--- src/rtl/crc_pkg.sv ---
package crc_pkg;
  typedef struct packed {
    logic clear;
    logic loadSeed;
    logic foldByte;
  } crc_ctrl_t;
endpackage

--- src/rtl/crc_ctrl.sv ---
module crc_ctrl
  import crc_pkg::*;
(
  input  logic      rst,
  input  logic      startIn,
  input  logic      byteValid,
  output logic      byteReady,
  output crc_ctrl_t strobes
);
  always_comb begin
    byteReady        = ~rst;
    strobes.clear    = rst;
    strobes.loadSeed = startIn & ~rst;
    strobes.foldByte = byteValid & ~rst;
  end
endmodule

--- src/rtl/crc_datapath.sv ---
module crc_datapath
  import crc_pkg::*;
#(
  parameter int          WIDTH  = 32,
  parameter int          BYTE_W = 8,
  parameter logic [31:0] POLY   = 32'h2004_4009
) (
  input  logic              clk,
  input  crc_ctrl_t         strobes,
  input  logic [WIDTH-1:0]  seedIn,
  input  logic [BYTE_W-1:0] byteData,
  output logic [WIDTH-1:0]  crcOut
);
  localparam int PAD = WIDTH - BYTE_W;
  localparam logic [WIDTH-1:0] POLY_W = POLY[WIDTH-1:0];

  logic [WIDTH-1:0] crcReg;
  logic [WIDTH-1:0] baseVal;
  logic [WIDTH-1:0] stage [0:BYTE_W];

  always_comb begin
    baseVal  = strobes.loadSeed ? seedIn : crcReg;
    stage[0] = baseVal ^ {byteData, {PAD{1'b0}}};
  end

  for (genvar k = 0; k < BYTE_W; k++) begin : g_bitStep
    always_comb begin
      if (stage[k][WIDTH-1]) stage[k+1] = {stage[k][WIDTH-2:0], 1'b0} ^ POLY_W;
      else                   stage[k+1] = {stage[k][WIDTH-2:0], 1'b0};
    end
  end

  always_ff @(posedge clk) begin
    if (strobes.clear)         crcReg <= '0;
    else if (strobes.foldByte) crcReg <= stage[BYTE_W];
    else if (strobes.loadSeed) crcReg <= seedIn;
  end

  assign crcOut = crcReg;
endmodule

--- src/rtl/crc_byte_engine.sv ---
module crc_byte_engine
  import crc_pkg::*;
(
  input  logic        clk,
  input  logic        rst,
  input  logic        startIn,
  input  logic [31:0] seedIn,
  input  logic        byteValid,
  input  logic [7:0]  byteData,
  output logic        byteReady,
  output logic [31:0] crcOut
);
  crc_ctrl_t strobes;

  crc_ctrl u_ctrl (
    .rst       (rst),
    .startIn   (startIn),
    .byteValid (byteValid),
    .byteReady (byteReady),
    .strobes   (strobes)
  );

  crc_datapath #(.WIDTH(32), .BYTE_W(8), .POLY(32'h2004_4009)) u_dp (
    .clk      (clk),
    .strobes  (strobes),
    .seedIn   (seedIn),
    .byteData (byteData),
    .crcOut   (crcOut)
  );
endmodule

--- config.mk ---
export PLATFORM = sky130hd
export DESIGN_NAME = crc_byte_engine
export DESIGN_NICKNAME = d
export VERILOG_FILES = /design/src/rtl/crc_pkg.sv /design/src/rtl/crc_ctrl.sv /design/src/rtl/crc_datapath.sv /design/src/rtl/crc_byte_engine.sv
export SDC_FILE = /design/constraint.sdc
export NUM_CORES = 1
export LEC_CHECK = 0
export BUFFER_PORTS_ARGS = -buffer_cell sky130_fd_sc_hd__buf_2
export CORE_AREA = 3 3 103 56
export DETAILED_ROUTE_END_ITERATION = 6
export DIE_AREA = 0 0 106 59
export PLACE_DENSITY_LB_ADDON = 0.25
export SLEW_MARGIN = 15
export SYNTH_ARGS = -nofsm -noshare
export SYNTH_HDL_FRONTEND = slang
export SYNTH_HIERARCHICAL = 1
export SYNTH_SLANG_ARGS = --single-unit
export TNS_END_PERCENT = 1
--- constraint.sdc ---
create_clock -name clk -period 2.25 [get_ports clk]
set_clock_uncertainty 0.15 [all_clocks]
set_input_delay 0.1125 -clock clk [delete_from_list [all_inputs] [get_ports clk]]
set_output_delay 0.1125 -clock clk [all_outputs]
set_load 0.03 [all_outputs]
# [Word-level counts from Yosys, hierarchy flattened]
# Cells that the tools add are included.
[word_totals] reg_bits=32 latch_bits=0 ram_bits=0 mem_bits_ro=0 input_bits=44 output_inout_bits=33 memories=0
[op_classes] add_sub_neg=0 mul=0 n_div=0 n_lt_le_gt_ge=0 eq_ne=0 n_shift=0 n_mux=10 bitwise_logic=12 reduce_logical=0
[ops] op="$mux 30" count=8
[ops] op="$mux 32" count=2
[ops] op="$not 5->5" count=8
[ops] op="$xor 32x32->32" count=1
[ops] op="$and 1x1->1" count=2
[ops] op="$not 1->1" count=1

# [Longest topological paths before layout]
# Gate-level depths: netlist of the first run.
[depth] word_depth=21 depth_mapped=8 ltp_nobuf=6

# [Cells and area by module]
# The synthesis of the first run kept the hierarchy.
[modules_own_cells] module="crc_datapath" instances=1 cells_per_inst=180 area_per_inst_um2=1924.3 seq_area_each_um2=640.6
[modules_own_cells] module="crc_ctrl" instances=1 cells_per_inst=4 area_per_inst_um2=23.8 seq_area_each_um2=0.0

# [Worst setup path after synthesis of the first run]
# OpenSTA, ideal clock, no wires.
[synth_path] kind="flip-flop to flip-flop" from="reg u_dp.crcReg[31] (netlist: u_dp/crcOut[31])" to="reg u_dp.crcReg[19] (netlist: u_dp/crcOut[19])" arrival_ns=1.752 path_slack_ns=0.262 path_stages_with_launch=6 path_buffers=0 path_cell_list="dfxtp_1 mux2i_4 xnor2_4 xor3_2 xnor2_1 a211oi_1"
[synth_between] elab_chain_len=7
[synth_rtl] item="start: declaration" line_no="crc_datapath.sv:17" text="logic [WIDTH-1:0] crcReg;"
[synth_rtl] item="start signal: assignment" line_no="crc_datapath.sv:35" text="else if (strobes.foldByte) crcReg <= stage[BYTE_W];"
[synth_rtl] item="start signal: assignment" line_no="crc_datapath.sv:36" text="else if (strobes.loadSeed) crcReg <= seedIn;"
[synth_rtl] item="$mux 32"
[synth_rtl] item="$xor 32x32->32" line_no="crc_datapath.sv:23" text="stage[0] = baseVal ^ {byteData, {PAD{1'b0}}};"
[synth_rtl] item="$mux 30 (4 in series)" line_no="crc_datapath.sv:28" text="if (stage[k][WIDTH-1]) stage[k+1] = {stage[k][WIDTH-2:0], 1'b0} ^ POLY_W;"
[synth_rtl] item="$mux 32" line_no="crc_datapath.sv:35"
# No other way between the ends.
# A chain may end at the register's enable or synchronous reset.

# [Final worst setup path of the first run]
# Ends and elaborated chain as after synthesis.

==> metrics.csv, run 1 <==
stage,metric,value,unit
status,status,"complete, no violations",
drt,drt.antenna.violating_nets,0,
cts,postCtsSetupRepairBufs,0,
timing,setup_repair_after_global_routing_missed_its_margin,false,
critical_path,slowest_cell_on_crit_path,sky130_fd_sc_hd__xor3_2,
grt,grt-ovfl-total,0,
floorplanning,die-area,6250,um2
yosys,ys.warnings.count,6,
cts,cts-resized-gates,0,
power_and_ir_drop,power_leakage,1.14,nW
power_and_ir_drop,clockPowerShare,27.7,%
layout,antennaDiodeCount,0,
cts,clk_pin_slew,0.07,ns
layout,area_growth_syn_to_layout,29.4,%
cts,clkLatencyLatePin,0.30,ns
power_and_ir_drop,power.combinational.fraction,40.3,%
layout,n_fill_cell,488,
cts,cts_buffers,5,
timing,layout_min_cycle_time,1.88,ns
yosys,synth_common_cells,"32 x sky130_fd_sc_hd__dfxtp_1, 27 x sky130_fd_sc_hd__a211oi_1, 22 x sky130_fd_sc_hd__mux2i_1",
timing,clock.fmax,532,MHz
grt,antenna_found_initial,0,
min_path,timing.hold.worst.class,in2reg,
critical_path,endpoint_kind,flip-flop,
cts,tritoncts,built,
critical_path,cpPeakStageDelay,0.55,ns
yosys,synth_cell_types,30,
cts,htreeDepth,2,
timing,setup_viol_count_final,0,
yosys,post_synth.cell_area_avg,10.6,um2
grt,grt_pass1_wl,8.51,mm
floorplanning,placeableCoreArea,4860,um2
timing,final.setup.tns,0,ns
yosys,net_count_after_synthesis,228,
power_and_ir_drop,pwr-share-seq,32.0,%
drt,first_pass_iters,4,
critical_path,worst_path_max_fanout,5,
yosys,synth_ff_type,sky130_fd_sc_hd__dfxtp_1,
critical_path,timing.critical_path.arrival,1.95,ns
floorplanning,die_y,59,um
cts,cts_hold_buffers,0,
critical_path,crit_path_cell_trace,mux2i_4 -> xnor2_4 -> xor3_2 -> xnor2_1 -> a211oi_1,
floorplanning,die-width,106,um
drt,route.final.wire_length,5.15,mm
timing,report.final.slew_viol_count,0,
yosys,synth_area_leader_cell,sky130_fd_sc_hd__dfxtp_1,
drt,post_drt_via_cell_ratio,4.89,
timing,report.final.hold_viol_count,0,
yosys,sequential_cell_area_fraction_in_the_yosys_report,32.9,%
floorplanning,pin_count,77,
critical_path,critical_path_required,2.32,ns
critical_path,timing.critical_path.buf_inv,0,
power_and_ir_drop,netSwitchingPower,0.739,mW
timing,worst-slew-pin-transition,0.413,ns
placed_design,dp.final_hpwl,4.03,mm
grt,first_global_vias,1710,
critical_path,timing_worst_setup_path_type,reg2reg,
floorplanning,placementRows,18,
yosys,yosys_register_bits,32,
floorplanning,initial_standard_cell_utilization_of_the_core,40.0,%
yosys,synth_area_leaders,"sky130_fd_sc_hd__dfxtp_1 33%, sky130_fd_sc_hd__mux2i_1 11%, sky130_fd_sc_hd__a211oi_1 10%",
grt,grt_usage,17.8,%
placed_design,gp_congestion,0.840,
layout,drive_gt1_share,41.9,%
cts,cts.path.max_buffers,2,
job,cap_violations,0,
drt,route.detailed.drc,0,
layout,finish.net_count,310,
yosys,share_of_flip_flops_with_an_asynchronous_set_or_reset,0,%
critical_path,start_kind,flip-flop,
yosys,synth.top_cell.area_share,32.9,%
drt,detail_route.wl_per_cell,15.3,um
critical_path,critPathTopFamily,XOR/XNOR gates,
cts,cts-root-buf,sky130_fd_sc_hd__clkbuf_8,
yosys,synth_cells,184,
power_and_ir_drop,power.share.switching,35.7,%
layout,finish.utilization,51.8,%
drt,detailed_router_s_first_iteration_violation_count,94,
yosys,yosysMostFrequentCell,sky130_fd_sc_hd__dfxtp_1,
drt,detailroute.via_count,1649,
cts,clock-sinks,32,
yosys,summed_instance_area_of_the_synthesized_netlist,1950,um2
layout,number_of_flip_flops_in_the_largest_register,32,
placed_design,place.port_buffers,76,
power_and_ir_drop,report.power.total,2.07,mW
timing,worst_slew_margin,72.3,%
timing,timing.final.crit_share,83.5,%
power_and_ir_drop,peak_supply_drop,0.302,mV
power_and_ir_drop,power-per-cell-area,822,nW/um2
yosys,post_synth_edffs,0,
power_and_ir_drop,internal_power,1.33,mW
grt,grt_max_degree,26,
cells in the final DEF, fill, tap and decap left out, drive strengths merged:
master    count
clkbuf        5
inv           2
xnor3         1
mux2          1
o22ai         5
o311a         2
and2b         1
buf          88
nor2         11
xnor2        23
mux2i        26
and3          3
and2          7
a211oi       27
xor2          8
bufinv        1
clkinvlp      1
nand2        10
xor3          2
clkinv        2
a21oi         3
nor2b         6
dfxtp        32
cell type report:
type,instances,area [um2],area share [%]
repair buffers,88,483,19.2
multi-input cells,136,1190,47.1
clock buffers,5,68.8,2.73
flip-flops and latches,32,641,25.4
clock inverters,3,42.5,1.69
well taps,70,87.6,3.47
inverters,3,11.3,0.447
metrics by stage:
step | cell area (um2) | hold slack (ns) | std cells | worst slack (ns)
after global placement | 2410 | 0.305 | 329 | 0.132
after global routing | 2520 | 0.0486 | 337 | 0.268
after floorplan | 1950 | 0.156 | 184 | 0.262
final | 2520 | 0.0250 | 337 | 0.372
after CTS | 2520 | 0.0243 | 337 | 0.359
after detailed placement | 2410 | 0.329 | 329 | 0.0716
worst min-delay path, stage by stage:
cell,delay [ns]
sky130_fd_sc_hd__buf_2,0.10
sky130_fd_sc_hd__mux2i_4,0.09
sky130_fd_sc_hd__o22ai_1,0.12
power groups by stage:
| stage | logic, mW | clock network (mW) | registers, mW |
|---|---|---|---|
| after global routing | 0.908 | 0.598 | 0.672 |
| after global placement | 0.826 | 0 | 0.676 |
| after detailed placement | 0.832 | 0 | 0.677 |
| after CTS | 0.837 | 0.575 | 0.665 |
| final | 0.835 | 0.574 | 0.664 |
| after floorplan | 0.501 | 0 | 0.801 |
kinds of logic (layout without fill, tap and decap cells):
group | count (synthesis) | count (layout) | synth area share (%)
AO/OA/AOI/OAI | 37 | 37 | 13.8
XOR/XNOR | 34 | 34 | 21.3
buffers and inverters | 16 | 99 | 6.68
flip-flops | 32 | 32 | 32.9
multiplexers | 27 | 27 | 15.6
AND/OR/NAND/NOR | 38 | 38 | 9.70
metal layers:
layer	part of all wire, %	wire length, um	global-route usage, %
met1	50	2600	24.7
met2	43	2210	27.0
met3	4.7	240	4.13
met4	2.0	105	7.56
met5	0	0	0
path summary, 6_finish.rpt:
path / endpoint / cells after the start / slack, ns / start
setup reg to reg: u_dp/crcOut[19]$_SDFF_PP0_ / 5 / 0.37 / u_dp/crcOut[31]$_SDFF_PP0_
hold reg to reg: u_dp/crcOut[15]$_SDFF_PP0_ / 2 / 0.48 / u_dp/crcOut[15]$_SDFF_PP0_
setup / recovery: u_dp/crcOut[19]$_SDFF_PP0_ / 5 / 0.37 / u_dp/crcOut[31]$_SDFF_PP0_
hold / removal: u_dp/crcOut[30]$_SDFF_PP0_ / 3 / 0.02 / seedIn[30]
No activity file was read; power rests on OpenSTA's default activity.
==> run 2: changes to the inputs <==
==> constraint.sdc (replaced) <==
create_clock -name clk -period 1.6 [get_ports clk]
set_clock_uncertainty 0.15 [all_clocks]
set_input_delay 0.08 -clock clk [delete_from_list [all_inputs] [get_ports clk]]
set_output_delay 0.08 -clock clk [all_outputs]
set_load 0.03 [all_outputs]
==> run 2 against run 1 <==
  * The run now ends with negative setup slack left
  * First-iteration DRC count shrank 24%
  * Largest cell class unchanged
  * Cell area grew 9.4%
  * Global-route usage is essentially flat
  * Critical path type is now in2reg
  * Sequential cell count is the same
  * Worst setup slack lost 0.62 ns
  * Hold slack lost 0.0040 ns
  * Routed wire length grew 2.5%
==> metrics.csv, run 2 (synthesis gave the netlist of run 1 again) <==
stage,metric,value,unit,change
timing,worst_slew_margin,78.1,%,+5.8 points
drt,post_drt_via_cell_ratio,4.73,,-3.4%
layout,drive_gt1_share,49.8,%,+7.9 points
placed_design,place.port_buffers,76,,unchanged
floorplanning,die-area,6250,um2,unchanged
layout,area_growth_syn_to_layout,41.6,%,
drt,detailed_router_s_first_iteration_violation_count,71,,-24%
floorplanning,die_y,59,um,unchanged
drt,detail_route.wl_per_cell,14.8,um,-3.2%
cts,cts.path.max_buffers,2,,unchanged
timing,report.final.hold_viol_count,0,,unchanged
drt,first_pass_iters,4,,unchanged
power_and_ir_drop,pwr-share-seq,32.5,%,+0.5 points
critical_path,timing_worst_setup_path_type,in2reg,,
grt,grt_max_degree,29,,+12%
status,failed_checks,negative setup slack,,
cts,cts_hold_buffers,0,,unchanged
power_and_ir_drop,internal_power,1.86,mW,+39%
power_and_ir_drop,power.share.switching,36.1,%,+0.42 points
min_path,timing.hold.worst.class,in2reg,,
timing,worst-slew-pin-transition,0.320,ns,-0.0935 ns
layout,multiInputGateArea,1280,um2,+7.7%
status,status,"complete, but fails checks",,
layout,number_of_flip_flops_in_the_largest_register,32,,unchanged
cts,cts-root-buf,sky130_fd_sc_hd__clkbuf_8,,
timing,setup_repair_after_global_routing_missed_its_margin,true,,
power_and_ir_drop,peak_supply_drop,0.479,mV,+59%
cts,htreeDepth,2,,unchanged
timing,postLayoutSetupSlackWorst,-0.251,ns,-0.623 ns
placed_design,dp.final_hpwl,3.94,mm,-2.1%
timing,final.setup.tns,-1.98,ns,-1.98 ns
timing,setup_viol_count_final,15,,+15
floorplanning,initial_standard_cell_utilization_of_the_core,40.0,%,unchanged
layout,n_fill_cell,453,,-7.2%
timing,layout_min_cycle_time,1.85,ns,
timing,timing.final.crit_share,116,%,
power_and_ir_drop,netSwitchingPower,1.05,mW,+42%
power_and_ir_drop,power-per-cell-area,1050,nW/um2,+28%
timing,report.final.slew_viol_count,0,,unchanged
drt,route.final.wire_length,5.28,mm,+2.5%
critical_path,timing.critical_path.arrival,1.87,ns,-0.08 ns
placed_design,gp_congestion,0.806,,-4.1%
critical_path,endpoint_kind,flip-flop,,
cts,tritoncts,built,,
floorplanning,pin_count,77,,unchanged
grt,grt_pass1_wl,8.59,mm,+0.89%
critical_path,start_kind,primary input,,
layout,antennaDiodeCount,0,,unchanged
floorplanning,placementRows,18,,unchanged
drt,drt.antenna.violating_nets,0,,unchanged
layout,mostFrequentLayoutCell,sky130_fd_sc_hd__buf_2,,
critical_path,critical_path_required,1.62,ns,-0.70 ns
critical_path,worst_path_max_fanout,4,,-1
grt,antenna_found_initial,0,,unchanged
timing,clock.fmax,540,MHz,
layout,layout.cells.most_common_list,"76 x sky130_fd_sc_hd__buf_2, 29 x sky130_fd_sc_hd__dfxtp_1, 28 x sky130_fd_sc_hd__buf_4, 27 x sky130_fd_sc_hd__a211oi_1, 19 x sky130_fd_sc_hd__mux2i_1",,
power_and_ir_drop,power_leakage,1.26,nW,+11%
layout,area_used_by_sequential_logic_in_the_layout,644,um2,+0.59%
cts,clkLatencyLatePin,0.29,ns,about the same
cts,clock-sinks,32,,unchanged
layout,finish.net_count,331,,+6.8%
drt,route.detailed.drc,0,,unchanged
job,cap_violations,0,,unchanged
cts,clk_pin_slew,0.07,ns,about the same
power_and_ir_drop,clockPowerShare,20.5,%,-7.2 points
floorplanning,placeableCoreArea,4860,um2,unchanged
power_and_ir_drop,power.combinational.fraction,47.1,%,+6.8 points
timing,timing.hold.ws,0.0209,ns,-0.00404 ns
grt,first_global_vias,1758,,+2.8%
drt,detailroute.via_count,1687,,+2.3%
cts,cts_buffers,5,,unchanged
grt,grt_usage,17.8,%,-0.027 points
floorplanning,die-width,106,um,unchanged
grt,grt-ovfl-total,0,,unchanged
-- run 2: changes by cell type in the layout (fill, tap and decap cells not counted), sizes merged --
cell	delta
clkbuf	+1
bufinv	-1
buf	+21
clkinvlp	-1
-- run 2: what timing repair did --
action / in CTS / in global routing
setup endpoints to repair: 15 / 16
buffers inserted: 0 / 2
resized for setup: 7 / 11
pin swaps: 3 / 8
-- run 2: critical path, cell delays in order --
cell and delay [ns]:
sky130_fd_sc_hd__buf_2 0.12, sky130_fd_sc_hd__nor2b_4 0.17, sky130_fd_sc_hd__buf_6 0.18, sky130_fd_sc_hd__mux2i_4 0.27, sky130_fd_sc_hd__xor2_2 0.19, sky130_fd_sc_hd__xor3_2 0.53, sky130_fd_sc_hd__xnor3_1 0.24, sky130_fd_sc_hd__o22ai_1 0.08
-- run 2: path summary, 6_finish.rpt --
kind | from | endpoint | slack, ns | cells after the start
hold reg to reg | u_dp/crcOut[24]$_SDFF_PP0_ | u_dp/crcOut[24]$_SDFF_PP0_ | 0.50 | 2
hold / removal | seedIn[18] | u_dp/crcOut[18]$_SDFF_PP0_ | 0.02 | 3
setup reg to reg | u_dp/crcOut[24]$_SDFF_PP0_ | u_dp/crcOut[18]$_SDFF_PP0_ | -0.21 | 5
setup / recovery | rst | u_dp/crcOut[18]$_SDFF_PP0_ | -0.25 | 8
-- run 2: through the flow --
step | setup slack [ns] | instances | power [mW] | instance area (um2) | utilization [%]
after floorplan | -0.333 | 184 | 1.83 | 1950 | -
after global placement | -0.454 | 348 | 2.22 | 2560 | 52.5
after detailed placement | -0.504 | 348 | 2.23 | 2560 | 52.5
after CTS | -0.235 | 355 | 2.87 | 2680 | 55.0
after global routing | -0.308 | 357 | 3.06 | 2760 | 56.7
final | -0.251 | 357 | 2.90 | 2760 | 56.7
-- run 2: power groups by stage --
| stage | Clock (mW) | Sequential (mW) | Combinational, mW |
|---|---|---|---|
| global route | 0.649 | 0.955 | 1.46 |
| global placement | 0 | 0.954 | 1.26 |
| detailed placement | 0 | 0.956 | 1.28 |
| CTS | 0.608 | 0.941 | 1.32 |
| finish | 0.594 | 0.943 | 1.37 |
| floorplan | 0 | 1.13 | 0.705 |
-- run 2: layout make-up --
cell class / instances / area share [%]
Multi-Input combinational cell: 136 / 46.3
Timing Repair Buffer: 109 / 23.9
Sequential cell: 32 / 23.4
Tap cell: 70 / 3.17
Clock buffer: 6 / 2.63
Inverter: 3 / 0.408
Clock inverter: 1 / 0.181
-- run 2: per-layer routing --
metal	wire, um	global-route usage, %	share of wire, %
met5	0	0	0
met4	40	4.43	0.76
met3	260	3.92	4.9
met2	2440	29.3	46
met1	2540	24.3	48
